[src/rtl/dalloc_pkg.sv]
package dalloc_pkg;

   typedef enum logic {
      GRP_ADD = 1'b0,
      GRP_MUL = 1'b1
   } grp_e;

   // index width for a pool of n entries, never below one bit
   function automatic int idx_w(input int n);
      return (n <= 2) ? 1 : $clog2(n);
   endfunction

endpackage

[src/rtl/free_pool.sv]
module free_pool #(
   parameter int N  = 4,
   parameter int IW = 2
) (
   input  logic          clk,
   input  logic          rst_n,
   input  logic [1:0]    take_n,
   input  logic          rel_v,
   input  logic [IW-1:0] rel_idx,
   output logic [IW-1:0] first_idx,
   output logic [IW-1:0] second_idx,
   output logic          has1,
   output logic          has2
);
   localparam int NP = 1 << IW;
   localparam logic [NP-1:0] MASK = NP'((1 << N) - 1);

   generate
      if (N < 1 || NP < N) begin : g_bad_cfg
         initial $fatal(1, "free_pool: index width too small for N");
      end
   endgenerate

   logic [NP-1:0] free_q, free_d;

   always_comb begin
      first_idx  = '0;
      second_idx = '0;
      has1       = 1'b0;
      has2       = 1'b0;
      for (int i = 0; i < N; i++) begin
         if (free_q[i]) begin
            if (!has1) begin
               first_idx = IW'(i);
               has1      = 1'b1;
            end else if (!has2) begin
               second_idx = IW'(i);
               has2       = 1'b1;
            end
         end
      end
   end

   always_comb begin
      free_d = free_q;
      if (take_n != 2'd0) free_d[first_idx]  = 1'b0;
      if (take_n == 2'd2) free_d[second_idx] = 1'b0;
      if (rel_v)          free_d[rel_idx]    = 1'b1;
      free_d = free_d & MASK;
   end

   always_ff @(posedge clk or negedge rst_n) begin
      if (!rst_n) free_q <= MASK;
      else        free_q <= free_d;
   end

endmodule

[src/rtl/rob_ring.sv]
module rob_ring #(
   parameter int DEPTH = 8,
   parameter int IW    = 3
) (
   input  logic          clk,
   input  logic          rst_n,
   input  logic [1:0]    alloc_n,
   input  logic [1:0]    retire_n,
   output logic [IW-1:0] id0,
   output logic [IW-1:0] id1,
   output logic          has1,
   output logic          has2
);
   localparam int  CW   = $clog2(DEPTH + 1);
   localparam bit  POW2 = (DEPTH == (1 << IW));

   generate
      if (DEPTH < 2 || (1 << IW) < DEPTH) begin : g_bad_cfg
         initial $fatal(1, "rob_ring: bad depth or index width");
      end
   endgenerate

   logic [IW-1:0] tail_q, id2;
   logic [CW-1:0] cnt_q;

   assign id0 = tail_q;

   generate
      if (POW2) begin : g_wrap_free
         assign id1 = tail_q + IW'(1);
         assign id2 = tail_q + IW'(2);
      end else begin : g_wrap_cmp
         assign id1 = (tail_q == IW'(DEPTH - 1)) ? '0 : tail_q + IW'(1);
         assign id2 = (id1    == IW'(DEPTH - 1)) ? '0 : id1 + IW'(1);
      end
   endgenerate

   assign has1 = cnt_q <  CW'(DEPTH);
   assign has2 = cnt_q <= CW'(DEPTH - 2);

   always_ff @(posedge clk or negedge rst_n) begin
      if (!rst_n) begin
         tail_q <= '0;
         cnt_q  <= '0;
      end else begin
         cnt_q <= cnt_q + CW'(alloc_n) - CW'(retire_n);
         case (alloc_n)
            2'd1:    tail_q <= id1;
            2'd2:    tail_q <= id2;
            default: tail_q <= tail_q;
         endcase
      end
   end

endmodule

[src/rtl/dispatch_alloc.sv]
module dispatch_alloc
   import dalloc_pkg::*;
#(
   parameter int PREG_N    = 8,
   parameter int ADD_RS    = 3,
   parameter int MUL_RS    = 2,
   parameter int ROB_DEPTH = 8,
   localparam int PIW = idx_w(PREG_N),
   localparam int RSW = idx_w((ADD_RS > MUL_RS) ? ADD_RS : MUL_RS),
   localparam int RBW = idx_w(ROB_DEPTH)
) (
   input  logic           clk,
   input  logic           rst_n,
   input  logic           slot0_valid,
   input  logic           slot0_mul,
   input  logic           slot1_valid,
   input  logic           slot1_mul,
   input  logic           preg_rel_valid,
   input  logic [PIW-1:0] preg_rel_idx,
   input  logic           add_rel_valid,
   input  logic [RSW-1:0] add_rel_idx,
   input  logic           mul_rel_valid,
   input  logic [RSW-1:0] mul_rel_idx,
   input  logic [1:0]     retire_cnt,
   output logic           go0,
   output logic           go1,
   output logic [PIW-1:0] go0_preg,
   output logic [PIW-1:0] go1_preg,
   output logic [RSW-1:0] go0_rs,
   output logic [RSW-1:0] go1_rs,
   output logic [RBW-1:0] go0_rob,
   output logic [RBW-1:0] go1_rob
);

   generate
      if (PREG_N < 2 || ADD_RS < 1 || MUL_RS < 1 || ROB_DEPTH < 2) begin : g_bad_cfg
         initial $fatal(1, "dispatch_alloc: pool sizes out of range");
      end
   endgenerate

   grp_e g0, g1;
   assign g0 = grp_e'(slot0_mul);
   assign g1 = grp_e'(slot1_mul);

   logic [1:0] preg_take, add_take, mul_take, rob_take;
   logic [PIW-1:0] preg_a, preg_b;
   logic [RSW-1:0] add_a, add_b, mul_a, mul_b;
   logic preg_h1, preg_h2, add_h1, add_h2, mul_h1, mul_h2, rob_h1, rob_h2;
   logic rs_ok0, rs_ok1;

   free_pool #(.N(PREG_N), .IW(PIW)) u_preg (
      .clk(clk), .rst_n(rst_n), .take_n(preg_take),
      .rel_v(preg_rel_valid), .rel_idx(preg_rel_idx),
      .first_idx(preg_a), .second_idx(preg_b), .has1(preg_h1), .has2(preg_h2));

   free_pool #(.N(ADD_RS), .IW(RSW)) u_add (
      .clk(clk), .rst_n(rst_n), .take_n(add_take),
      .rel_v(add_rel_valid), .rel_idx(add_rel_idx),
      .first_idx(add_a), .second_idx(add_b), .has1(add_h1), .has2(add_h2));

   free_pool #(.N(MUL_RS), .IW(RSW)) u_mul (
      .clk(clk), .rst_n(rst_n), .take_n(mul_take),
      .rel_v(mul_rel_valid), .rel_idx(mul_rel_idx),
      .first_idx(mul_a), .second_idx(mul_b), .has1(mul_h1), .has2(mul_h2));

   rob_ring #(.DEPTH(ROB_DEPTH), .IW(RBW)) u_rob (
      .clk(clk), .rst_n(rst_n), .alloc_n(rob_take), .retire_n(retire_cnt),
      .id0(go0_rob), .id1(go1_rob), .has1(rob_h1), .has2(rob_h2));

   // station availability and routing per slot
   always_comb begin
      rs_ok0 = (g0 == GRP_MUL) ? mul_h1 : add_h1;
      go0_rs = (g0 == GRP_MUL) ? mul_a  : add_a;
      if (g1 == g0) begin
         rs_ok1 = (g1 == GRP_MUL) ? mul_h2 : add_h2;
         go1_rs = (g1 == GRP_MUL) ? mul_b  : add_b;
      end else begin
         rs_ok1 = (g1 == GRP_MUL) ? mul_h1 : add_h1;
         go1_rs = (g1 == GRP_MUL) ? mul_a  : add_a;
      end
   end

   // all-or-nothing grant, slot 1 chained behind slot 0
   assign go0 = rst_n & slot0_valid & preg_h1 & rob_h1 & rs_ok0;
   assign go1 = go0 & slot1_valid & preg_h2 & rob_h2 & rs_ok1;

   assign go0_preg = preg_a;
   assign go1_preg = preg_b;

   assign preg_take = {1'b0, go0} + {1'b0, go1};
   assign rob_take  = preg_take;
   assign add_take  = {1'b0, go0 & (g0 == GRP_ADD)} + {1'b0, go1 & (g1 == GRP_ADD)};
   assign mul_take  = {1'b0, go0 & (g0 == GRP_MUL)} + {1'b0, go1 & (g1 == GRP_MUL)};

endmodule

[config.mk]
export PLATFORM = sky130hd
export DESIGN_NAME = dispatch_alloc
export DESIGN_NICKNAME = d
export VERILOG_FILES = /design/src/rtl/dalloc_pkg.sv /design/src/rtl/free_pool.sv /design/src/rtl/rob_ring.sv /design/src/rtl/dispatch_alloc.sv
export SDC_FILE = /design/constraint.sdc
export NUM_CORES = 1
export LEC_CHECK = 0
export BUFFER_PORTS_ARGS = -buffer_cell sky130_fd_sc_hd__buf_2
export CORE_MARGIN = 2
export CORE_UTILIZATION = 45
export CTS_CLUSTER_SIZE = 16
export DETAILED_ROUTE_END_ITERATION = 10
export GPL_TIMING_DRIVEN = 1
export HOLD_SLACK_MARGIN = 0.12
export PLACE_DENSITY_LB_ADDON = 0.3
export SETUP_SLACK_MARGIN = 0.1
export SYNTH_ARGS = -nofsm -noshare
export SYNTH_HDL_FRONTEND = slang
export SYNTH_SLANG_ARGS = --single-unit
[constraint.sdc]
create_clock -name clk -period 5.2 [get_ports clk]
set_clock_uncertainty 0.15 [all_clocks]
set_input_delay 1.56 -clock clk [delete_from_list [all_inputs] [get_ports clk]]
set_output_delay 1.56 -clock clk [all_outputs]
set_load 0.02 [all_outputs]
==> flow_metrics.py, run 1 <==
metrics = {
    "sta": {
        "hold_violations": 0,
        "setup_viol": 0,
        "final.period_utilization": 0.935,
        "relSlewSlack": 0.491,
        "slew_violations": 0,
        "worst_pin_slew_ps": 745,
        "max_freq_ghz": 0.206,
        "min_period_ps": 4860,
        "fin_setup_tns_ps": 0,
        "rsz0062_at_grt": "false",
    },
    "hold_path": {
        "hold_class": "flop to flop",
    },
    "critical_path": {
        "worstPathCellList": "buf_2 -> or3b_2 -> o2111ai_4 -> nor4_1 -> o21ai_2 -> inv_2 -> buf_2",
        "end_kind": "output port",
        "path_max_fanout": 12,
        "path_common_cell": "buf_2",
        "critPathSlowestCell": "nor4_1",
        "critical_path_required_ps": 3490,
        "critical_path_buf_inv_count": 3,
        "start_kind": "input port",
        "critPathKind": "input port to output port",
        "cp_top_family": "simple AND/OR/NAND/NOR gates",
        "cp_slowest_stage_delay_ps": 480,
        "arrival_ps": 3150,
    },
    "clocking": {
        "cts_sinks": 20,
        "cts.clk_slew.worst_paths_ps": 80,
        "hold_buffers": 0,
        "htree_levels": 1,
        "cts_root_buf": "clkbuf_8",
        "cts_tree": "done",
        "clockBufferDepth": 2,
        "post_cts_resized": 0,
        "clock_latency_ps": 260,
        "cts_setup_buffers": 0,
        "cts_buffers": 3,
    },
    "synthesis": {
        "synth_fp_nets": 305,
        "netlist_area_mm2": 0.00217,
        "yosysWarnings": 0,
        "ys_types": 64,
        "synth_edf_count": 0,
        "ys_seq_area_frac": 0.238,
        "avgSynthCellArea_um2": 8.07,
        "yosys_register_bits": 20,
        "syn_inst": 269,
        "ys_async_sr_fraction": 1.00,
        "synth_top_flop_cell": "dfstp_2",
    },
    "floorplanning": {
        "initial_core_util": 0.463,
        "rows": 25,
        "core_mm2": 0.00469,
        "die_h_um": 73.5,
        "die_area_mm2": 0.00540,
        "num_io_pins": 36,
        "dieWidth_um": 73.5,
    },
    "detailed_routing": {
        "firstDrtPassIters": 4,
        "via_count": 2095,
        "postRouteAntennaNets": 0,
        "drtIter0Drc": 163,
        "vias_per_cell": 5.95,
        "routed_wl_um": 5270,
        "routedWlPerCell_um": 15.0,
        "drc": 0,
    },
    "placement": {
        "port_buffers": 35,
        "place_hpwl_um": 4110,
        "gp_congestion": 0.829,
    },
    "finish": {
        "layout-drive-gt1-share": 0.218,
        "area_growth_syn_to_layout_pct": 11.2,
        "fillers": 475,
        "finalNetCount": 335,
        "diodes": 0,
        "post-route-util": 0.515,
        "final_cell_mix": "35 x buf_2, 28 x inv_1, 22 x nand2_1",
        "layout_commonest_cell": "buf_2",
    },
    "status": {
        "status": "finished clean",
    },
    "power_and_ir_drop": {
        "p_leak_nw": 1.10,
        "peakVddDrop_mv": 0.279,
        "p_per_area_mw_per_mm2": 517,
    },
    "run": {
        "maxCapViolations": 0,
    },
    "global_routing": {
        "grt_pass1_vias": 1920,
        "grt_overflow_total": 0,
        "grt_pass1_wl_um": 8900,
        "grt_usage": 0.206,
        "antenna_found_initial": 0,
        "grt_max_degree": 21,
    },
}
==> synth_stat cells, types with 6 or more instances <==
| cell type | number | area share |
|---|---|---|
| o22ai_1 | 7 | 0.020 |
| inv_1 | 28 | 0.048 |
| a21oi_1 | 11 | 0.025 |
| nor2b_1 | 7 | 0.020 |
| nand3_1 | 8 | 0.018 |
| nor2_1 | 16 | 0.028 |
| nand2_1 | 22 | 0.038 |
| o21ai_0 | 12 | 0.028 |
| nor3_1 | 6 | 0.014 |
| ha_1 | 16 | 0.092 |
| clkbuf_1 | 6 | 0.010 |
| dfstp_2 | 13 | 0.16 |
| nand2b_1 | 8 | 0.023 |
| dfrtp_1 | 7 | 0.081 |
==> layout make-up <==
cell class | count | area, µm² | share of cell area
multi-input combinational | 208 | 1490 | 0.616
tap | 54 | 67.6 | 0.0280
timing repair buffer | 37 | 190 | 0.0788
sequential | 20 | 517 | 0.214
inverter | 29 | 109 | 0.0451
clock buffer | 4 | 45.0 | 0.0187
==> sequential cells by signal (all words and copies together) (netlist names) <==
signal and flops:
u_add.free_q 3, u_mul.free_q 2, u_preg.free_q 8, u_rob.cnt_q 4
u_rob.id0 3
==> layer usage <==
metal / routed length, µm / track usage / up-vias
met2: 2350 / 0.324 / 71
met5: 0 / 0 / -
met3: 319 / 0.0247 / 4
met1: 2550 / 0.302 / 975
met4: 51 / 0.0444 / 0
li1: - / - / 1045
==> worst paths after layout <==
| kind | slack [ps] | start | cells past startpoint | endpoint |
|---|---|---|---|---|
| min in group asynchronous | 1160 | rst_n | 2 | u_rob.id0[0]$_DFFE_PN0P_ |
| setup reg to reg | 1010 | u_preg.free_q[0]$_DFF_PN1_ | 12 | u_rob.cnt_q[3]$_DFF_PN0_ |
| hold reg to reg | 380 | u_mul.free_q[1]$_DFF_PN1_ | 1 | u_mul.free_q[1]$_DFF_PN1_ |
| max in group asynchronous | 3460 | rst_n | 2 | u_preg.free_q[7]$_DFF_PN1_ |
| hold / removal | 380 | u_mul.free_q[1]$_DFF_PN1_ | 1 | u_mul.free_q[1]$_DFF_PN1_ |
| setup / recovery | 340 | slot0_mul | 7 | go1 |
==> kinds of logic (layout without fill, tap and decap cells) <==
family | count (synthesis) | in the layout | share of synthesized area
compound gates | 78 | 78 | 0.267
xor+xnor | 5 | 5 | 0.0202
fa+ha+maj | 20 | 20 | 0.120
buf+inv | 41 | 70 | 0.0772
flops | 20 | 20 | 0.238
mux | 3 | 3 | 0.0144
simple gates | 102 | 102 | 0.263
==> per-stage QoR <==
step	std cells	power, mW	setup WS (ps)	hold slack (ps)	area [µm²]
2_1_floorplan	269	0.924	595	344	2170
3_3_place_gp	348	1.12	454	363	2370
3_5_place_dp	348	1.13	357	376	2370
4_1_cts	352	1.25	359	389	2410
5_1_grt	352	1.36	175	416	2410
6_report	352	1.25	339	383	2410
==> where the power goes <==
part | internal, mW | leakage [nW] | switching [mW] | total [mW]
sequential | 0.249 | 0.220 | 0.102 | 0.351
combinational | 0.320 | 0.862 | 0.466 | 0.787
clock | 0.0546 | 0.0228 | 0.0561 | 0.111
Power figures use the tool's default switching activity.
==> run 2, diff against run 1 <==
--- a/config.mk
+++ b/config.mk
@@ -6,8 +6,10 @@
 export NUM_CORES = 1
 export LEC_CHECK = 0
 export BUFFER_PORTS_ARGS = -buffer_cell sky130_fd_sc_hd__buf_2
+export CELL_PAD_IN_SITES_DETAIL_PLACEMENT = 0
+export CELL_PAD_IN_SITES_GLOBAL_PLACEMENT = 2
 export CORE_MARGIN = 2
-export CORE_UTILIZATION = 45
+export CORE_UTILIZATION = 36
 export CTS_CLUSTER_SIZE = 16
 export DETAILED_ROUTE_END_ITERATION = 10
 export GPL_TIMING_DRIVEN = 1
==> constraint.sdc (replaced) <==
create_clock -name clk -period 5.9 [get_ports clk]
set_clock_uncertainty 0.15 [all_clocks]
set_input_delay 1.77 -clock clk [delete_from_list [all_inputs] [get_ports clk]]
set_output_delay 1.77 -clock clk [all_outputs]
set_load 0.02 [all_outputs]
==> flow_metrics.py, run 2 (synthesis results as in run 1) <==
metrics = {
    "status": {
        "status": "finished clean",
    },
    "critical_path": {
        "worstPathCellList": "buf_2 -> or3b_2 -> o2111ai_4 -> nor4_1 -> buf_4 -> o21ai_2 -> inv_2 -> buf_2",
        "r2r_cells": 12,
        "worstSetupStartpoint": "slot0_mul",
        "critPathSlowestCell": "or3b_2",
        "critPathKind": "input port to output port",
        "start_kind": "input port",
        "critical_path_buf_inv_count": 4,
        "cp_slowest_stage_delay_ps": 510,
        "cp_top_family": "simple AND/OR/NAND/NOR gates",
        "r2r_setup_slack_ps": 1670,
        "end_kind": "output port",
        "cp_num_cells": 8,
        "arrival_ps": 3300,
        "reg2reg_from": "u_preg.free_q[0]$_DFF_PN1_",
        "path_common_cell": "buf_2",
        "path_max_fanout": 12,
        "reg2reg_to": "u_rob.cnt_q[3]$_DFF_PN0_",
        "cp-endpoint": "go1",
        "critical_path_required_ps": 3980,
    },
    "global_routing": {
        "grt_max_degree": 21,
        "grt_usage": 0.184,
        "antenna_found_initial": 0,
        "grt_overflow_total": 0,
        "grt_pass1_wl_um": 9570,
        "grt_pass1_vias": 1972,
    },
    "clocking": {
        "cts_root_buf": "clkbuf_8",
        "clockBufferDepth": 2,
        "htree_levels": 1,
        "cts_buffers": 3,
        "hold_buffers": 0,
        "cts_setup_buffers": 0,
        "clock_latency_ps": 270,
        "cts_sinks": 20,
        "cts.clk_slew.worst_paths_ps": 90,
        "cts_tree": "done",
        "post_cts_resized": 0,
    },
    "hold_path": {
        "hold_depth": 1,
        "hold_class": "flop to flop",
    },
    "run": {
        "maxCapViolations": 0,
    },
    "finish": {
        "layout-drive-gt1-share": 0.221,
        "area_growth_syn_to_layout_pct": 12.9,
        "diodes": 0,
        "final_area_mm2": 0.00245,
        "post-route-util": 0.416,
        "largest_register": "u_preg.free_q",
        "final_cell_mix": "35 x buf_2, 28 x inv_1, 22 x nand2_1",
        "top_regs": "u_preg.free_q (8), u_rob.cnt_q (4)",
        "finalNetCount": 335,
        "layout_commonest_cell": "buf_2",
        "largest_reg_flops": 8,
    },
    "floorplanning": {
        "num_io_pins": 36,
        "core_mm2": 0.00589,
        "dieWidth_um": 81.7,
        "initial_core_util": 0.369,
        "rows": 28,
        "die_area_mm2": 0.00667,
        "die_h_um": 81.7,
    },
    "detailed_routing": {
        "vias_per_cell": 5.51,
        "drc": 0,
        "routedWlPerCell_um": 15.1,
        "via_count": 2054,
        "drtIter0Drc": 108,
        "routed_wl_um": 5640,
        "postRouteAntennaNets": 0,
        "firstDrtPassIters": 4,
    },
    "sta": {
        "hold_violations": 0,
        "fin_setup_tns_ps": 0,
        "relSlewSlack": 0.517,
        "max_freq_ghz": 0.191,
        "whs_ps": 378,
        "final.period_utilization": 0.885,
        "worst_pin_slew_ps": 706,
        "setup_viol": 0,
        "min_period_ps": 5220,
        "rsz0062_at_grt": "false",
        "slew_violations": 0,
    },
    "power_and_ir_drop": {
        "peakVddDrop_mv": 0.244,
        "p_leak_nw": 1.11,
        "p_per_area_mw_per_mm2": 456,
        "p_total_mw": 1.12,
    },
    "placement": {
        "gp_congestion": 0.801,
        "place_hpwl_um": 4370,
        "port_buffers": 35,
        "post_dp_cell_area_mm2": 0.00240,
    },
}
run 2: how the worst min path moves through the flow:
stage	from	endpoint	slack [ps]
after floorplan	u_mul.free_q[1]$_DFF_PN1_	u_mul.free_q[1]$_DFF_PN1_	340
after global placement	u_mul.free_q[1]$_DFF_PN1_	u_mul.free_q[1]$_DFF_PN1_	370
after detailed placement	u_add.free_q[0]$_DFF_PN1_	u_add.free_q[0]$_DFF_PN1_	370
after CTS	u_add.free_q[0]$_DFF_PN1_	u_add.free_q[0]$_DFF_PN1_	380
after global routing	u_add.free_q[0]$_DFF_PN1_	u_add.free_q[0]$_DFF_PN1_	400
final	u_mul.free_q[1]$_DFF_PN1_	u_mul.free_q[1]$_DFF_PN1_	380
run 2: area by class of cell:
type                       count  area (µm²)
fill                         639        3430
multi-input combinational    208        1490
tap                           75        93.8
timing repair buffer          37         190
clock buffer                   4        55.1
sequential                    20         517
inverter                      29         109
run 2: power breakdown:
| group | switching, mW | internal [mW] |
|---|---|---|
| registers | 0.0919 | 0.219 |
| logic | 0.412 | 0.282 |
| clock network | 0.0534 | 0.0596 |
| total | 0.558 | 0.561 |
run 2: routing by layer:
layer  wire (µm)  up-vias  global-route usage
met1        3050      963               0.283
li1            -     1048                   -
met4          61        0              0.0450
met5           0        -                   0
met3         207        5              0.0220
met2        2330       38               0.270
run 2: worst register-to-register path: cells and delay by family, from the launching register on:
kind,cells,cell delay (ps)
compound gates,5,1440
xor+xnor,1,130
fa+ha+maj,3,1320
buf+inv,2,240
flops,1,380
simple gates,1,520
run 2: metrics by stage:
step / instances / worst slack, ps
finish: 373 / 676
global route: 373 / 541
CTS: 373 / 661
detailed placement: 369 / 666
global placement: 369 / 713
floorplan: 269 / 875
==> run 3, diff against run 2 <==
--- a/config.mk
+++ b/config.mk
@@ -8,6 +8,7 @@
 export BUFFER_PORTS_ARGS = -buffer_cell sky130_fd_sc_hd__buf_2
 export CELL_PAD_IN_SITES_DETAIL_PLACEMENT = 0
 export CELL_PAD_IN_SITES_GLOBAL_PLACEMENT = 2
+export CORE_ASPECT_RATIO = 1.25
 export CORE_MARGIN = 2
 export CORE_UTILIZATION = 36
 export CTS_CLUSTER_SIZE = 16
@@ -15,6 +16,7 @@
 export GPL_TIMING_DRIVEN = 1
 export HOLD_SLACK_MARGIN = 0.12
 export PLACE_DENSITY_LB_ADDON = 0.3
+export REMOVE_ABC_BUFFERS = 1
 export SETUP_SLACK_MARGIN = 0.1
 export SYNTH_ARGS = -nofsm -noshare
 export SYNTH_HDL_FRONTEND = slang
==> flow_metrics.py, run 3 (synthesis results as in run 1) <==
metrics = {
    "sta": {
        "rsz0062_at_grt": "false",
        "max_freq_ghz": 0.190,
        "worst_pin_slew_ps": 712,
        "slew_violations": 0,
        "relSlewSlack": 0.513,
        "final.period_utilization": 0.890,
        "hold_violations": 0,
        "min_period_ps": 5250,
        "fin_setup_tns_ps": 0,
        "setup_viol": 0,
    },
    "power_and_ir_drop": {
        "peakVddDrop_mv": 0.200,
        "p_per_area_mw_per_mm2": 458,
        "p_leak_nw": 1.12,
    },
    "critical_path": {
        "path_max_fanout": 12,
        "path_common_cell": "buf_2",
        "cp_num_cells": 8,
        "cp-endpoint": "go1",
        "critPathKind": "input port to output port",
        "end_kind": "output port",
        "cp_top_family": "buffers and inverters",
        "critPathSlowestCell": "or3b_2",
        "critical_path_required_ps": 3980,
        "reg2reg_to": "u_rob.cnt_q[3]$_DFF_PN0_",
        "cp_slowest_stage_delay_ps": 510,
        "reg2reg_from": "u_preg.free_q[0]$_DFF_PN1_",
        "critical_path_buf_inv_count": 4,
        "r2r_cells": 13,
        "worstPathCellList": "buf_2 -> or3b_2 -> o2111ai_4 -> nor4_1 -> buf_4 -> o21ai_2 -> inv_2 -> buf_2",
        "start_kind": "input port",
        "worstSetupStartpoint": "slot0_mul",
        "arrival_ps": 3330,
        "r2r_setup_slack_ps": 1830,
    },
    "floorplanning": {
        "rows": 31,
        "core_mm2": 0.00582,
        "initial_core_util": 0.373,
        "die_h_um": 90.8,
        "die_area_mm2": 0.00667,
        "dieWidth_um": 73.5,
        "num_io_pins": 36,
    },
    "status": {
        "status": "finished clean",
    },
    "finish": {
        "post-route-util": 0.423,
        "area_growth_syn_to_layout_pct": 13.3,
        "layout_commonest_cell": "buf_2",
        "finalNetCount": 336,
        "layout-drive-gt1-share": 0.224,
        "largest_register": "u_preg.free_q",
        "top_regs": "u_preg.free_q (8), u_rob.cnt_q (4)",
        "largest_reg_flops": 8,
        "diodes": 0,
        "finalNonFillerCells": 365,
        "fillers": 630,
        "final_cell_mix": "35 x buf_2, 28 x inv_1, 22 x nand2_1",
    },
    "detailed_routing": {
        "postRouteAntennaNets": 0,
        "vias_per_cell": 5.63,
        "via_count": 2056,
        "routedWlPerCell_um": 15.4,
        "routed_wl_um": 5620,
        "firstDrtPassIters": 4,
        "drc": 0,
        "drtIter0Drc": 66,
    },
    "clocking": {
        "cts_buffers": 3,
        "hold_buffers": 0,
        "cts_setup_buffers": 0,
        "htree_levels": 1,
        "clockBufferDepth": 2,
        "clock_latency_ps": 260,
        "cts_sinks": 20,
        "cts_root_buf": "clkbuf_8",
        "post_cts_resized": 0,
        "cts_tree": "done",
        "cts.clk_slew.worst_paths_ps": 80,
    },
    "placement": {
        "dp.cells": 361,
        "port_buffers": 35,
        "gp_congestion": 0.834,
        "place_hpwl_um": 4540,
    },
    "global_routing": {
        "grt_usage": 0.179,
        "grt_pass1_wl_um": 9600,
        "antenna_found_initial": 0,
        "grt_max_degree": 21,
        "grt_overflow_total": 0,
        "grt_pass1_vias": 2042,
    },
    "hold_path": {
        "hold_class": "flop to flop",
    },
    "run": {
        "maxCapViolations": 0,
    },
}
==> run 3: how the worst min path moves through the flow <==
stage,from,end,slack (ps),depth (start not counted)
after global routing,u_mul.free_q[1]$_DFF_PN1_,u_mul.free_q[1]$_DFF_PN1_,410,1
final,u_add.free_q[0]$_DFF_PN1_,u_add.free_q[0]$_DFF_PN1_,380,2
after CTS,u_add.free_q[0]$_DFF_PN1_,u_add.free_q[0]$_DFF_PN1_,380,2
after detailed placement,u_add.free_q[0]$_DFF_PN1_,u_add.free_q[0]$_DFF_PN1_,370,2
after floorplan,u_mul.free_q[1]$_DFF_PN1_,u_mul.free_q[1]$_DFF_PN1_,340,1
after global placement,u_add.free_q[0]$_DFF_PN1_,u_add.free_q[0]$_DFF_PN1_,370,2
==> run 3: power by group <==
part / internal, mW / switching [mW]
Sequential: 0.220 / 0.0911
Clock: 0.0735 / 0.0477
Combinational: 0.284 / 0.409
Total: 0.577 / 0.548
==> run 3: layout make-up <==
cell class	instances	area, µm²	share of cell area
Multi-Input combinational cell	208	1490	0.605
Sequential cell	20	517	0.210
Timing Repair Buffer	38	198	0.0804
Inverter	29	109	0.0443
Tap cell	66	82.6	0.0336
Clock buffer	4	66.3	0.0270
==> run 3: stage by stage <==
step	total power, mW	hold WS, ps	cell area [µm²]	setup WS, ps
final	1.13	382	2460	646
after global routing	1.24	407	2460	517
after CTS	1.14	381	2460	653
after detailed placement	1.01	369	2390	654
after global placement	1.01	367	2390	690
after floorplan	0.801	344	2110	928
==> run 3: layer usage <==
metal | up-vias | global-route usage | share of wire | wire length, µm
met2 | 42 | 0.316 | 0.53 | 2990
met1 | 960 | 0.223 | 0.42 | 2380
met5 | - | 0 | 0 | 0
li1 | 1045 | - | - | -
met4 | 0 | 0.0591 | 0.019 | 108
met3 | 9 | 0.0134 | 0.026 | 146
==> run 3: worst reg2reg max path, cell delays in order, from the launching register on <==
cell	delay [ps]
dfstp_2	380
inv_1	120
ha_1	160
buf_4	200
nor3b_1	440
o21ai_0	250
a221o_1	440
o21ai_2	430
inv_1	130
fa_1	510
ha_1	300
a21o_1	180
a21oi_1	170
xnor2_1	130
